==> src/rtl/aud_ser_pkg.sv <==
package aud_ser_pkg;

   typedef enum logic [1:0] {
      FMT_LJ  = 2'b00,
      FMT_I2S = 2'b01,
      FMT_RJ  = 2'b10,
      FMT_DSD = 2'b11
   } fmt_e;

   typedef struct packed {
      fmt_e       fmt;
      logic       slave;
      logic [2:0] rate;
   } cfg_t;

   localparam int DIV_W = 4;

   // system clocks per sample period for each rate code
   function automatic logic [9:0] ratio_of_code(input logic [2:0] code);
      case (code)
         3'd0:    return 10'd768;
         3'd1:    return 10'd512;
         3'd2:    return 10'd384;
         3'd3:    return 10'd256;
         3'd4:    return 10'd384;
         3'd5:    return 10'd256;
         default: return 10'd128;
      endcase
   endfunction

   // half bit-clock period: ratio / 64 / 2
   function automatic logic [DIV_W-1:0] half_of_code(input logic [2:0] code);
      logic [9:0] r;
      r = ratio_of_code(code);
      return {1'b0, r[9:7]};
   endfunction

   // frame-clock level that marks the left slot
   function automatic logic left_level(input fmt_e f);
      return (f != FMT_I2S);
   endfunction

endpackage

==> src/rtl/aud_ser_clkgen.sv <==
module aud_ser_clkgen
   import aud_ser_pkg::*;
#(
   parameter int SLOT_W = 32
) (
   input  logic             clk,
   input  logic             rst_n,
   input  logic [DIV_W-1:0] half,
   input  fmt_e             fmt,
   output logic             bck,
   output logic             fall_evt,
   output logic             slot_start,
   output logic             lrck_lvl
);
   localparam int POS_W = $clog2(SLOT_W) + 1;

   logic [DIV_W-1:0] div_q;
   logic [POS_W-1:0] pos_q, pos_n;
   logic             tick;

   always_comb begin
      tick       = (div_q == half - 1'b1);
      fall_evt   = tick & bck;
      pos_n      = pos_q + 1'b1;
      slot_start = (pos_n[POS_W-2:0] == '0);
      lrck_lvl   = pos_n[POS_W-1] ? ~left_level(fmt) : left_level(fmt);
   end

   always_ff @(posedge clk) begin
      if (!rst_n) begin
         div_q <= '0;
         bck   <= 1'b0;
         pos_q <= '1;
      end else begin
         if (tick) begin
            div_q <= '0;
            bck   <= ~bck;
         end else begin
            div_q <= div_q + 1'b1;
         end
         if (fall_evt) pos_q <= pos_n;
      end
   end

endmodule

==> src/rtl/aud_ser_slv_sync.sv <==
module aud_ser_slv_sync #(
   parameter int SYNC_STAGES = 2
) (
   input  logic clk,
   input  logic rst_n,
   input  logic ext_bck,
   input  logic ext_lrck,
   output logic evt,
   output logic slot_start,
   output logic lrck_lvl
);
   logic [SYNC_STAGES-1:0] bck_sh, lr_sh;
   logic bck_d, lrck_prev_q, armed_q, fall;

   always_comb begin
      fall       = bck_d & ~bck_sh[SYNC_STAGES-1];
      evt        = fall & armed_q;
      lrck_lvl   = lr_sh[SYNC_STAGES-1];
      slot_start = lrck_lvl ^ lrck_prev_q;
   end

   always_ff @(posedge clk) begin
      if (!rst_n) begin
         bck_sh      <= '0;
         lr_sh       <= '0;
         bck_d       <= 1'b0;
         lrck_prev_q <= 1'b0;
         armed_q     <= 1'b0;
      end else begin
         bck_sh <= {bck_sh[SYNC_STAGES-2:0], ext_bck};
         lr_sh  <= {lr_sh[SYNC_STAGES-2:0], ext_lrck};
         bck_d  <= bck_sh[SYNC_STAGES-1];
         if (fall) begin
            armed_q     <= 1'b1;
            lrck_prev_q <= lrck_lvl;
         end
      end
   end

endmodule

==> src/rtl/aud_ser_slot_eng.sv <==
module aud_ser_slot_eng
   import aud_ser_pkg::*;
#(
   parameter int SAMPLE_W = 24,
   parameter int SLOT_W   = 32
) (
   input  logic                clk,
   input  logic                rst_n,
   input  fmt_e                fmt,
   input  logic                master,
   input  logic                evt,
   input  logic                slot_start,
   input  logic                lrck_lvl,
   input  logic [SAMPLE_W-1:0] hold_l,
   input  logic [SAMPLE_W-1:0] hold_r,
   output logic                sdata,
   output logic                lrck
);
   localparam int K_W   = $clog2(SLOT_W);
   localparam int LEN_W = K_W + 1;

   logic [K_W-1:0]      k_q, k_n;
   logic [LEN_W-1:0]    len_q, len_n;
   logic [SAMPLE_W-1:0] fl_q, fr_q, fl_n, fr_n, word, shifted;
   logic                left_n, bit_n;
   int                  off, idx;

   always_comb begin
      k_n    = slot_start ? '0 : ((k_q == K_W'(SLOT_W-1)) ? k_q : k_q + 1'b1);
      len_n  = slot_start ? ({1'b0, k_q} + 1'b1) : len_q;
      left_n = (lrck_lvl == left_level(fmt));
      fl_n   = (slot_start && left_n) ? hold_l : fl_q;
      fr_n   = (slot_start && left_n) ? hold_r : fr_q;
      word   = left_n ? fl_n : fr_n;
      case (fmt)
         FMT_I2S: off = 1;
         FMT_RJ:  off = (int'(len_n) > SAMPLE_W) ? int'(len_n) - SAMPLE_W : 0;
         default: off = 0;
      endcase
      idx     = int'(k_n) - off;
      shifted = word << idx;
      bit_n   = 1'b0;
      if (idx >= 0 && idx < SAMPLE_W) bit_n = shifted[SAMPLE_W-1];
   end

   always_ff @(posedge clk) begin
      if (!rst_n) begin
         k_q   <= K_W'(SLOT_W-1);
         len_q <= LEN_W'(SLOT_W);
         fl_q  <= '0;
         fr_q  <= '0;
         sdata <= 1'b0;
         lrck  <= 1'b0;
      end else if (evt) begin
         k_q   <= k_n;
         len_q <= len_n;
         fl_q  <= fl_n;
         fr_q  <= fr_n;
         sdata <= bit_n;
         lrck  <= lrck_lvl;
      end
   end

   AST_MASTER_FULL_SLOT: assert property (@(posedge clk) disable iff (!rst_n)
      (evt && slot_start && master) |-> (k_q == K_W'(SLOT_W-1)));

   AST_FRAME_AT_LEFT: assert property (@(posedge clk) disable iff (!rst_n)
      (evt && !(slot_start && left_n)) |=> $stable(fl_q) && $stable(fr_q));

endmodule

==> src/rtl/aud_ser_dsd.sv <==
module aud_ser_dsd (
   input  logic clk,
   input  logic rst_n,
   input  logic evt,
   input  logic in_l,
   input  logic in_r,
   output logic out_l,
   output logic out_r
);
   always_ff @(posedge clk) begin
      if (!rst_n) begin
         out_l <= 1'b0;
         out_r <= 1'b0;
      end else if (evt) begin
         out_l <= in_l;
         out_r <= in_r;
      end
   end
endmodule

==> src/rtl/aud_ser_tx.sv <==
module aud_ser_tx
   import aud_ser_pkg::*;
#(
   parameter int SAMPLE_W    = 24,
   parameter int SLOT_W      = 32,
   parameter int SYNC_STAGES = 2
) (
   input  logic                clk,
   input  logic                rst_n,
   input  logic [1:0]          fmt_sel,
   input  logic                slave_sel,
   input  logic [2:0]          rate_sel,
   input  logic [SAMPLE_W-1:0] smp_left,
   input  logic [SAMPLE_W-1:0] smp_right,
   input  logic                smp_valid,
   input  logic                ext_bck_i,
   input  logic                ext_lrck_i,
   output logic                lrck_o,
   output logic                bck_o,
   output logic                sdata_o,
   output logic                clk_oe_o
);
   generate
      if (SAMPLE_W > SLOT_W) begin : g_bad_width
         $error("SAMPLE_W must not exceed SLOT_W");
      end
      if ((1 << $clog2(SLOT_W)) != SLOT_W) begin : g_bad_slot
         $error("SLOT_W must be a power of two");
      end
      if (SYNC_STAGES < 2) begin : g_bad_sync
         $error("SYNC_STAGES must be at least 2");
      end
   endgenerate

   cfg_t                cfg_q;
   logic [SAMPLE_W-1:0] hold_l, hold_r;
   logic                is_dsd, use_slave;
   logic                m_bck, m_evt, m_start, m_lvl;
   logic                s_evt, s_start, s_lvl;
   logic                e_evt, e_start, e_lvl, e_data, e_lrck;
   logic                d_l, d_r;

   always_ff @(posedge clk) begin
      if (!rst_n) cfg_q <= '{fmt: fmt_e'(fmt_sel), slave: slave_sel, rate: rate_sel};
   end

   always_ff @(posedge clk) begin
      if (!rst_n) begin
         hold_l <= '0;
         hold_r <= '0;
      end else if (smp_valid) begin
         hold_l <= smp_left;
         hold_r <= smp_right;
      end
   end

   always_comb begin
      is_dsd    = (cfg_q.fmt == FMT_DSD);
      use_slave = cfg_q.slave & ~is_dsd;
      e_evt     = (use_slave ? s_evt : m_evt) & ~is_dsd;
      e_start   = use_slave ? s_start : m_start;
      e_lvl     = use_slave ? s_lvl : m_lvl;
   end

   aud_ser_clkgen #(.SLOT_W(SLOT_W)) u_clkgen (
      .clk        (clk),
      .rst_n      (rst_n),
      .half       (half_of_code(cfg_q.rate)),
      .fmt        (cfg_q.fmt),
      .bck        (m_bck),
      .fall_evt   (m_evt),
      .slot_start (m_start),
      .lrck_lvl   (m_lvl)
   );

   aud_ser_slv_sync #(.SYNC_STAGES(SYNC_STAGES)) u_slv (
      .clk        (clk),
      .rst_n      (rst_n),
      .ext_bck    (ext_bck_i),
      .ext_lrck   (ext_lrck_i),
      .evt        (s_evt),
      .slot_start (s_start),
      .lrck_lvl   (s_lvl)
   );

   aud_ser_slot_eng #(.SAMPLE_W(SAMPLE_W), .SLOT_W(SLOT_W)) u_eng (
      .clk        (clk),
      .rst_n      (rst_n),
      .fmt        (cfg_q.fmt),
      .master     (~use_slave),
      .evt        (e_evt),
      .slot_start (e_start),
      .lrck_lvl   (e_lvl),
      .hold_l     (hold_l),
      .hold_r     (hold_r),
      .sdata      (e_data),
      .lrck       (e_lrck)
   );

   aud_ser_dsd u_dsd (
      .clk   (clk),
      .rst_n (rst_n),
      .evt   (m_evt & is_dsd),
      .in_l  (smp_left[0]),
      .in_r  (smp_right[0]),
      .out_l (d_l),
      .out_r (d_r)
   );

   always_comb begin
      clk_oe_o = ~use_slave;
      lrck_o   = use_slave ? 1'b0 : (is_dsd ? m_bck : e_lrck);
      bck_o    = use_slave ? 1'b0 : (is_dsd ? d_l : m_bck);
      sdata_o  = is_dsd ? d_r : e_data;
   end

   AST_DATA_ON_FALL: assert property (@(posedge clk) disable iff (!rst_n)
      ($past(rst_n) && !use_slave && !is_dsd && !$stable(sdata_o)) |-> $fell(bck_o));

   AST_LRCK_ON_FALL: assert property (@(posedge clk) disable iff (!rst_n)
      ($past(rst_n) && !use_slave && !is_dsd && !$stable(lrck_o)) |-> $fell(bck_o));

   AST_DSD_ON_FALL: assert property (@(posedge clk) disable iff (!rst_n)
      ($past(rst_n) && is_dsd && (!$stable(bck_o) || !$stable(sdata_o))) |-> $fell(lrck_o));

   AST_CFG_FROZEN: assert property (@(posedge clk) disable iff (!rst_n)
      $past(rst_n) |-> $stable(cfg_q));

endmodule

==> config.mk <==
export PLATFORM = sky130hd
export DESIGN_NAME = aud_ser_tx
export DESIGN_NICKNAME = d
export VERILOG_FILES = /design/src/rtl/aud_ser_pkg.sv /design/src/rtl/aud_ser_clkgen.sv /design/src/rtl/aud_ser_slv_sync.sv /design/src/rtl/aud_ser_slot_eng.sv /design/src/rtl/aud_ser_dsd.sv /design/src/rtl/aud_ser_tx.sv
export SDC_FILE = /design/constraint.sdc
export NUM_CORES = 1
export LEC_CHECK = 0
export ABC_AREA = 1
export BUFFER_PORTS_ARGS = -buffer_cell sky130_fd_sc_hd__buf_2
export CORE_MARGIN = 4
export CORE_UTILIZATION = 39
export DETAILED_ROUTE_END_ITERATION = 7
export PLACE_DENSITY = 0.66
export SLEW_MARGIN = 20
export SYNTH_ARGS = -nofsm -noshare
export SYNTH_HDL_FRONTEND = slang
export SYNTH_SLANG_ARGS = --single-unit
==> constraint.sdc <==
create_clock -name clk -period 8.85 [get_ports clk]
set_clock_uncertainty 0.2 [all_clocks]
set_input_delay 0 -clock clk [delete_from_list [all_inputs] [get_ports clk]]
set_output_delay 0 -clock clk [all_outputs]
set_load 0.005 [all_outputs]
Word level (Yosys, flattened, before mapping)
Cells that the tools add are included.
{"block": "totals", "register_bits": 135, "input_bits": 59, "out_inout_bits": 4}
{"block": "op_classes", "addsub": 7, "magnitude_cmp": 3, "eq_ne": 12, "shift": 1, "n_mux": 19, "bitwise": 13, "reduce_logical": 7}
{"cell": "$mux W24", "n": 3}
{"cell": "$pmux W32 S2", "n": 1}
{"cell": "$pmux W10 S4", "n": 1}
{"cell": "$ge A32 B1 Y1 const B", "n": 1}
{"cell": "$lt A32 B6 Y1 const B", "n": 1}
{"cell": "$mux W32", "n": 1}
{"cell": "$shl A24 B32 Y24", "n": 1}
{"cell": "$sub A6 B32 Y32", "n": 1}
{"cell": "$mux W1", "n": 10}
{"cell": "$mux W5", "n": 2}
{"cell": "$sub A6 B5 Y7 const B", "n": 1}
{"cell": "$add A5 B1 Y6 const B", "n": 1}
{"cell": "$add A6 B1 Y6 const B", "n": 1}
{"cell": "$and A1 B1 Y1", "n": 6}
{"cell": "$eq A3 B2 Y1 const B", "n": 2}
{"cell": "$eq A3 B3 Y1 const B", "n": 2}
{"cell": "$gt A6 B5 Y1 const B", "n": 1}
{"cell": "$mux W6", "n": 1}
{"cell": "$not A1 Y1", "n": 6}
{"cell": "$reduce_or A2 Y1", "n": 3}
{"cell": "$add A5 B1 Y5 const B", "n": 1}
{"cell": "$eq A5 B5 Y1 const B", "n": 1}
{"cell": "$logic_not A5 Y1", "n": 1}
{"cell": "$add A4 B1 Y4 const B", "n": 1}
{"cell": "10 further kinds", "n": 12}

Logic depth before layout (Yosys ltp)
{"block": "depth", "ltp_word": 12, "ltp_mapped": 36}

Hierarchy
From an unflattened synthesis, not the netlist that was laid out.
{"block": "unflattened", "cells_unflattened": 979, "hier_area_um2": 6864.1}
{"mod": "aud_ser_slot_eng", "n_inst": 1, "cells_each": 597, "area_each_um2": 3857.4}
{"mod": "aud_ser_tx", "n_inst": 1, "cells_each": 248, "area_each_um2": 2008.2}
{"mod": "aud_ser_clkgen", "n_inst": 1, "cells_each": 94, "area_each_um2": 686.9}
{"mod": "aud_ser_slv_sync", "n_inst": 1, "cells_each": 28, "area_each_um2": 234.0}
{"mod": "aud_ser_dsd", "n_inst": 1, "cells_each": 12, "area_each_um2": 77.6}

Worst setup path before layout
No wires, ideal clock.
{"block": "synth_path", "path_kind": "register to register", "start": "register cfg_q[4] (netlist bit)", "end": "register u_eng.sdata", "arrival_ns": 4.741, "required_time_ns": 8.579, "setup_slack_ns": 3.838, "stages_incl_launch_ff": 34, "n_path_buf": 0, "period_less_slack_ns": 5.012, "cell_sequence": "edfxtp_1 ha_1 inv_2 nand2_4 or2_2 nand2_2 nand2_1 nand2_1 inv_1 ha_1 inv_1 ha_1 inv_1 nand2_2 inv_2 nand3_1 a21oi_1 ha_1 fa_1 or2_2 o21ai_0 a21o_1 nand2_1 ha_1 nand2_1 nor3b_1 nand4_1 nor4_1 nand2_1 nor2_2 nand2_1 nor2_1 nand2_1 a21oi_2"}
{"block": "synth_via", "elab_chain_cells": 12}
{"item": "from (decl)", "line": "aud_ser_tx.sv:35", "source": "cfg_t cfg_q;"}
{"item": "from (signal assigned)", "line": "aud_ser_tx.sv:44", "source": "if (!rst_n) cfg_q <= '{fmt: fmt_e'(fmt_sel), slave: slave_sel, rate: rate_sel};"}
{"item": "$eq A2 B2 Y1 (*)", "line": "aud_ser_tx.sv:58", "source": "is_dsd = (cfg_q.fmt == FMT_DSD);"}
{"item": "$not A1 Y1 (*)", "line": "aud_ser_tx.sv:59", "source": "use_slave = cfg_q.slave & ~is_dsd;"}
{"item": "$and A1 B1 Y1 (*)", "line": "aud_ser_tx.sv:59"}
{"item": "$mux W1 (*)", "line": "aud_ser_tx.sv:61", "source": "e_start = use_slave ? s_start : m_start;"}
{"item": "$mux W6 (*)", "line": "aud_ser_slot_eng.sv:30", "source": "len_n = slot_start ? ({1'b0, k_q} + 1'b1) : len_q;"}
{"item": "via u_eng.len_n[4]", "line": "aud_ser_slot_eng.sv:23", "source": "logic [LEN_W-1:0] len_q, len_n;"}
{"item": "$sub A6 B5 Y7 / $gt A6 B5 Y1 (equally long branches)", "line": "aud_ser_slot_eng.sv:37", "source": "FMT_RJ: off = (int'(len_n) > SAMPLE_W) ? int'(len_n) - SAMPLE_W : 0;"}
{"item": "$mux W32 (*)", "line": "aud_ser_slot_eng.sv:37"}
{"item": "$pmux W32 S2 (*)", "line": "aud_ser_slot_eng.sv:35", "source": "case (fmt)"}
{"item": "$sub A6 B32 Y32 (*)", "line": "aud_ser_slot_eng.sv:40", "source": "idx = int'(k_n) - off;"}
{"item": "$ge A32 B1 Y1 / $lt A32 B6 Y1 (equally long branches)", "line": "aud_ser_slot_eng.sv:43", "source": "if (idx >= 0 && idx < SAMPLE_W) bit_n = shifted[SAMPLE_W-1];"}
{"item": "$logic_and A1 B1 Y1", "line": "aud_ser_slot_eng.sv:43"}
{"item": "$mux W1 (*)", "line": "aud_ser_slot_eng.sv:43"}
{"item": "to (signal assigned)", "line": "aud_ser_slot_eng.sv:59", "source": "sdata <= bit_n;"}
{"item": "to (decl)", "line": "aud_ser_slot_eng.sv:16", "source": "output logic sdata,"}
The timed path passes the listed nets; every way through them passes the cells marked *.
A chain may end at the register's enable or synchronous reset.

Worst setup path after layout
Same ends and word-level chain as after synthesis.

==> results by group <==
Logic synthesis
  – Most used DFF post-synth: dfxtp_1
  – Mean Syn Cell Area: 7.230 um^2
  – EDFF count, synth: 6
  – Synth Net Count: 1011
  – Yosys Warn Count: 0
  – Syn Inst Count: 926
  – Seq/Total Area, Yosys: 41.26%
  – FFs w/ async S/R, synth: 0%
  – Synth cell types: 48
  – Yosys reg bits: 135
  – Post-synthesis cell area: 6695 um^2

Timing
  – Slew @ Worst Pin: 930.8 ps
  – Setup TNS: 0 ps
  – Min Hold Slack: 10.89 ps
  – Setup violations, final: 0
  – Fmax: 172.8 MHz
  – Final worst-path cycle share: 65.37%
  – Final min period: 5786 ps
  – Final hold violations: 0
  – RSZ-0062 raised after global routing: false
  – Fin. max-slew vios: 0
  – Slew margin rel.: 37.56%

Pwr
  – Power density cells: 298.4 nW/um^2
  – VDD IR max: 0.0002104 V
  – Lkg Pwr: 3.887 nW

Routing
  – Initial DRC Count: 454
  – Wire per inst: 13.42 um
  – DRC: 0
  – Drt via density: 4.916
  – DR vias: 6174
  – Detailed Routing Iterations Pass 1: 4
  – WL final: 16850 um
  – Antenna-violating nets left: 0

Clock tree
  – Clock sink count: 135
  – H-tree levels: 4
  – Root Driver: clkbuf_16
  – Clk_lat worst skew: 420 ps
  – Postcts setup bufs: 0
  – TritonCTS Buffers: 17
  – CTS tree: yes
  – Reg clk slew, reported paths: 60 ps
  – Clk buf depth: 2

Floorplanning
  – Io pins: 63
  – Initial core utilization: 40.09%
  – Die height: 139.0 um
  – CORE AREA: 16700 um^2
  – Die ar.: 19330 um^2
  – Chip Width: 139.0 um
  – Core Rows: 47

Setup path
  – Crit path launch type: flip-flop
  – Worst R2R Start: cfg_q[4]
  – RR Endpoint: u_eng.sdata
  – CP max FO: 40
  – WS Path Type: reg -> reg
  – Worst setup path startpoint: cfg_q[4]
  – Worst Reg-to-Reg Cells: 34
  – Worst path arrival time: 5920 ps
  – Setup slack, reg-to-reg: 3060 ps
  – Worst setup EP type: flip-flop
  – Worst Setup EP: u_eng.sdata
  – Crit-path slowest cell: edfxtp_1
  – Most frequent cell on the critical path: nand2_1
  – Critical Path RT: 8990 ps
  – Max incr delay on CP: 410 ps

Global route
  – Largest net degree at the start of global routing: 105
  – Global-route wire length before repair: 28520 um
  – GRT Util Overall: 17.85%
  – Total gr overflow: 0
  – Vias in the first global route: 5798
  – Initial antenna violation count: 0

Place
  – IO buf count: 62
  – Gp weighted congestion: 0.8802
  – Hpwl dp: 10680 um

Final layout
  – Number of nets in the layout: 1108
  – Filler cells: 1622
  – Layout cells sized above 1: 13.22%
  – Diode count: 0
  – Area delta synth->final: 23.64%

Run
  – Number of max-cap violations: 0

Run status
  – Status: complete, no violations

Hold path
  – WHS Path Cells: 3
  – Hold WC Path Type: in -> reg
[routing by layer]
layer,wire (um),vias up,track usage (%)
li1,-,3208,-
met1,8034,2826,23.74
met2,7929,111,28.82
met3,548,29,3.552
met4,339,0,6.591
met5,0,-,0
[placed cells by master (no fill, tap or decap), types with 2 or more instances in the layout]
| cell type | instances |
|---|---|
| nand3_2 | 4 |
| a211oi_1 | 9 |
| inv_1 | 77 |
| nand4_1 | 5 |
| a31oi_1 | 5 |
| xnor2_1 | 4 |
| nor3_1 | 4 |
| nand3b_1 | 3 |
| clkbuf_16 | 17 |
| o211ai_1 | 8 |
| edfxtp_1 | 6 |
| nand2_1 | 146 |
| buf_4 | 3 |
| o21ai_0 | 114 |
| or2_2 | 8 |
| dlygate4sd3_1 | 61 |
| xor2_1 | 10 |
| clkbuf_8 | 2 |
| mux2i_1 | 2 |
| dfxtp_1 | 129 |
| clkinv_4 | 4 |
| nand2_2 | 10 |
| inv_2 | 6 |
| nand3_1 | 59 |
| clkinv_1 | 2 |
| nand2_4 | 2 |
| a21oi_1 | 40 |
| ha_1 | 25 |
| buf_2 | 62 |
| nor2_1 | 178 |
| inv_6 | 2 |
| nor2_2 | 4 |
| bufinv_16 | 3 |
| or2_1 | 2 |
[repair_timing]
action                                 CTS  global route
endpoints found under the hold margin   58             0
resized for setup                        0             0
hold buffers                            61             0
[where the power goes]
group	switching, mW	internal, mW
clock	0.286	0.463
combinational	0.655	0.360
sequential	0.0339	0.672
total	0.975	1.49
[through the flow]
step | instances | area, um^2 | total power [mW] | setup WS (ps) | util [%]
after floorplan | 926 | 6695 | 1.508 | 3838 | -
after global placement | 1163 | 7044 | 1.690 | 3258 | 42.18
after detailed placement | 1163 | 7044 | 1.699 | 3087 | 42.18
after CTS | 1256 | 8278 | 2.471 | 3062 | 49.57
after global routing | 1256 | 8278 | 2.654 | 2527 | 49.57
final | 1256 | 8278 | 2.470 | 3064 | 49.57
[worst min-delay path by stage]
stage                start              end  slack (ps)
2_1_floorplan    ext_bck_i  u_slv.bck_sh[0]        -100
3_3_place_gp   rate_sel[0]         cfg_q[0]         -20
3_5_place_dp   rate_sel[1]         cfg_q[1]         -20
4_1_cts          smp_valid        hold_r[2]          20
5_1_grt          smp_valid        hold_r[7]          60
6_report         smp_valid        hold_r[7]          10
[cell families (layout without fill, tap and decap cells)]
kind of cell | after synthesis | after routing | synth area share, %
AND/OR/NAND/NOR | 432 | 432 | 27.96
adder cells (fa/ha/maj) | 26 | 26 | 4.971
XOR/XNOR | 14 | 14 | 1.831
buffers and inverters | 133 | 243 | 8.634
flip-flops | 135 | 135 | 41.26
multiplexers | 2 | 2 | 0.2990
AO/OA/AOI/OAI | 184 | 184 | 15.04
[final cells by class]
cell class	instances	area, um^2	share of cell area [%]
Multi-Input combinational cell	658	3354	40.52
Timing Repair Buffer	126	943.4	11.40
Clock buffer	20	456.7	5.517
Inverter	85	319.1	3.854
Tap cell	220	275.3	3.325
Sequential cell	135	2763	33.37
Clock inverter	12	166.4	2.010
[critical path: cells and delay by family (launching register included)]
kind / cells / cell delay, ps
AOI/OAI and AO/OA: 4 / 680
DFF: 1 / 410
adders and majority gates: 6 / 1470
and+or+nand+nor: 18 / 2430
buffers and inverters: 6 / 470
[state kept, by name, summed over array words and instances, names as in the netlist]
signal	count
u_slv.bck_d	1
hold_l	24
hold_r	24
u_dsd.out_r	1
u_eng.fl_q	24
u_slv.lr_sh	2
u_eng.k_q	5
u_clkgen.div_q	4
u_slv.armed_q	1
u_eng.sdata	1
u_clkgen.pos_q	6
u_clkgen.bck	1
u_eng.fr_q	24
u_eng.len_q	6
u_slv.bck_sh	2
u_dsd.out_l	1
u_slv.lrck_prev_q	1
u_eng.lrck	1
cfg_q	6
[Yosys cell counts, types with 3 or more instances]
master / n / share of area, %
nor2_2: 4 / 0.37
nand3_2: 4 / 0.60
buf_4: 6 / 0.67
a211oi_1: 9 / 1.0
buf_2: 6 / 0.45
nand4_1: 5 / 0.47
nand3_1: 59 / 4.4
inv_1: 78 / 4.4
nand2_1: 146 / 8.2
dfxtp_1: 129 / 39
or2_2: 8 / 0.75
o211ai_1: 8 / 0.90
nor2_1: 178 / 10
xor2_1: 10 / 1.3
clkbuf_1: 28 / 1.6
ha_1: 25 / 4.7
o21ai_0: 114 / 8.5
xnor2_1: 4 / 0.52
a31oi_1: 5 / 0.47
a21oi_1: 40 / 3.0
edfxtp_1: 6 / 2.7
buf_6: 5 / 0.84
nor3_1: 4 / 0.30
nand2_2: 10 / 0.93
inv_2: 6 / 0.34
nand3b_1: 3 / 0.34
(Power assumes the default switching activity.)
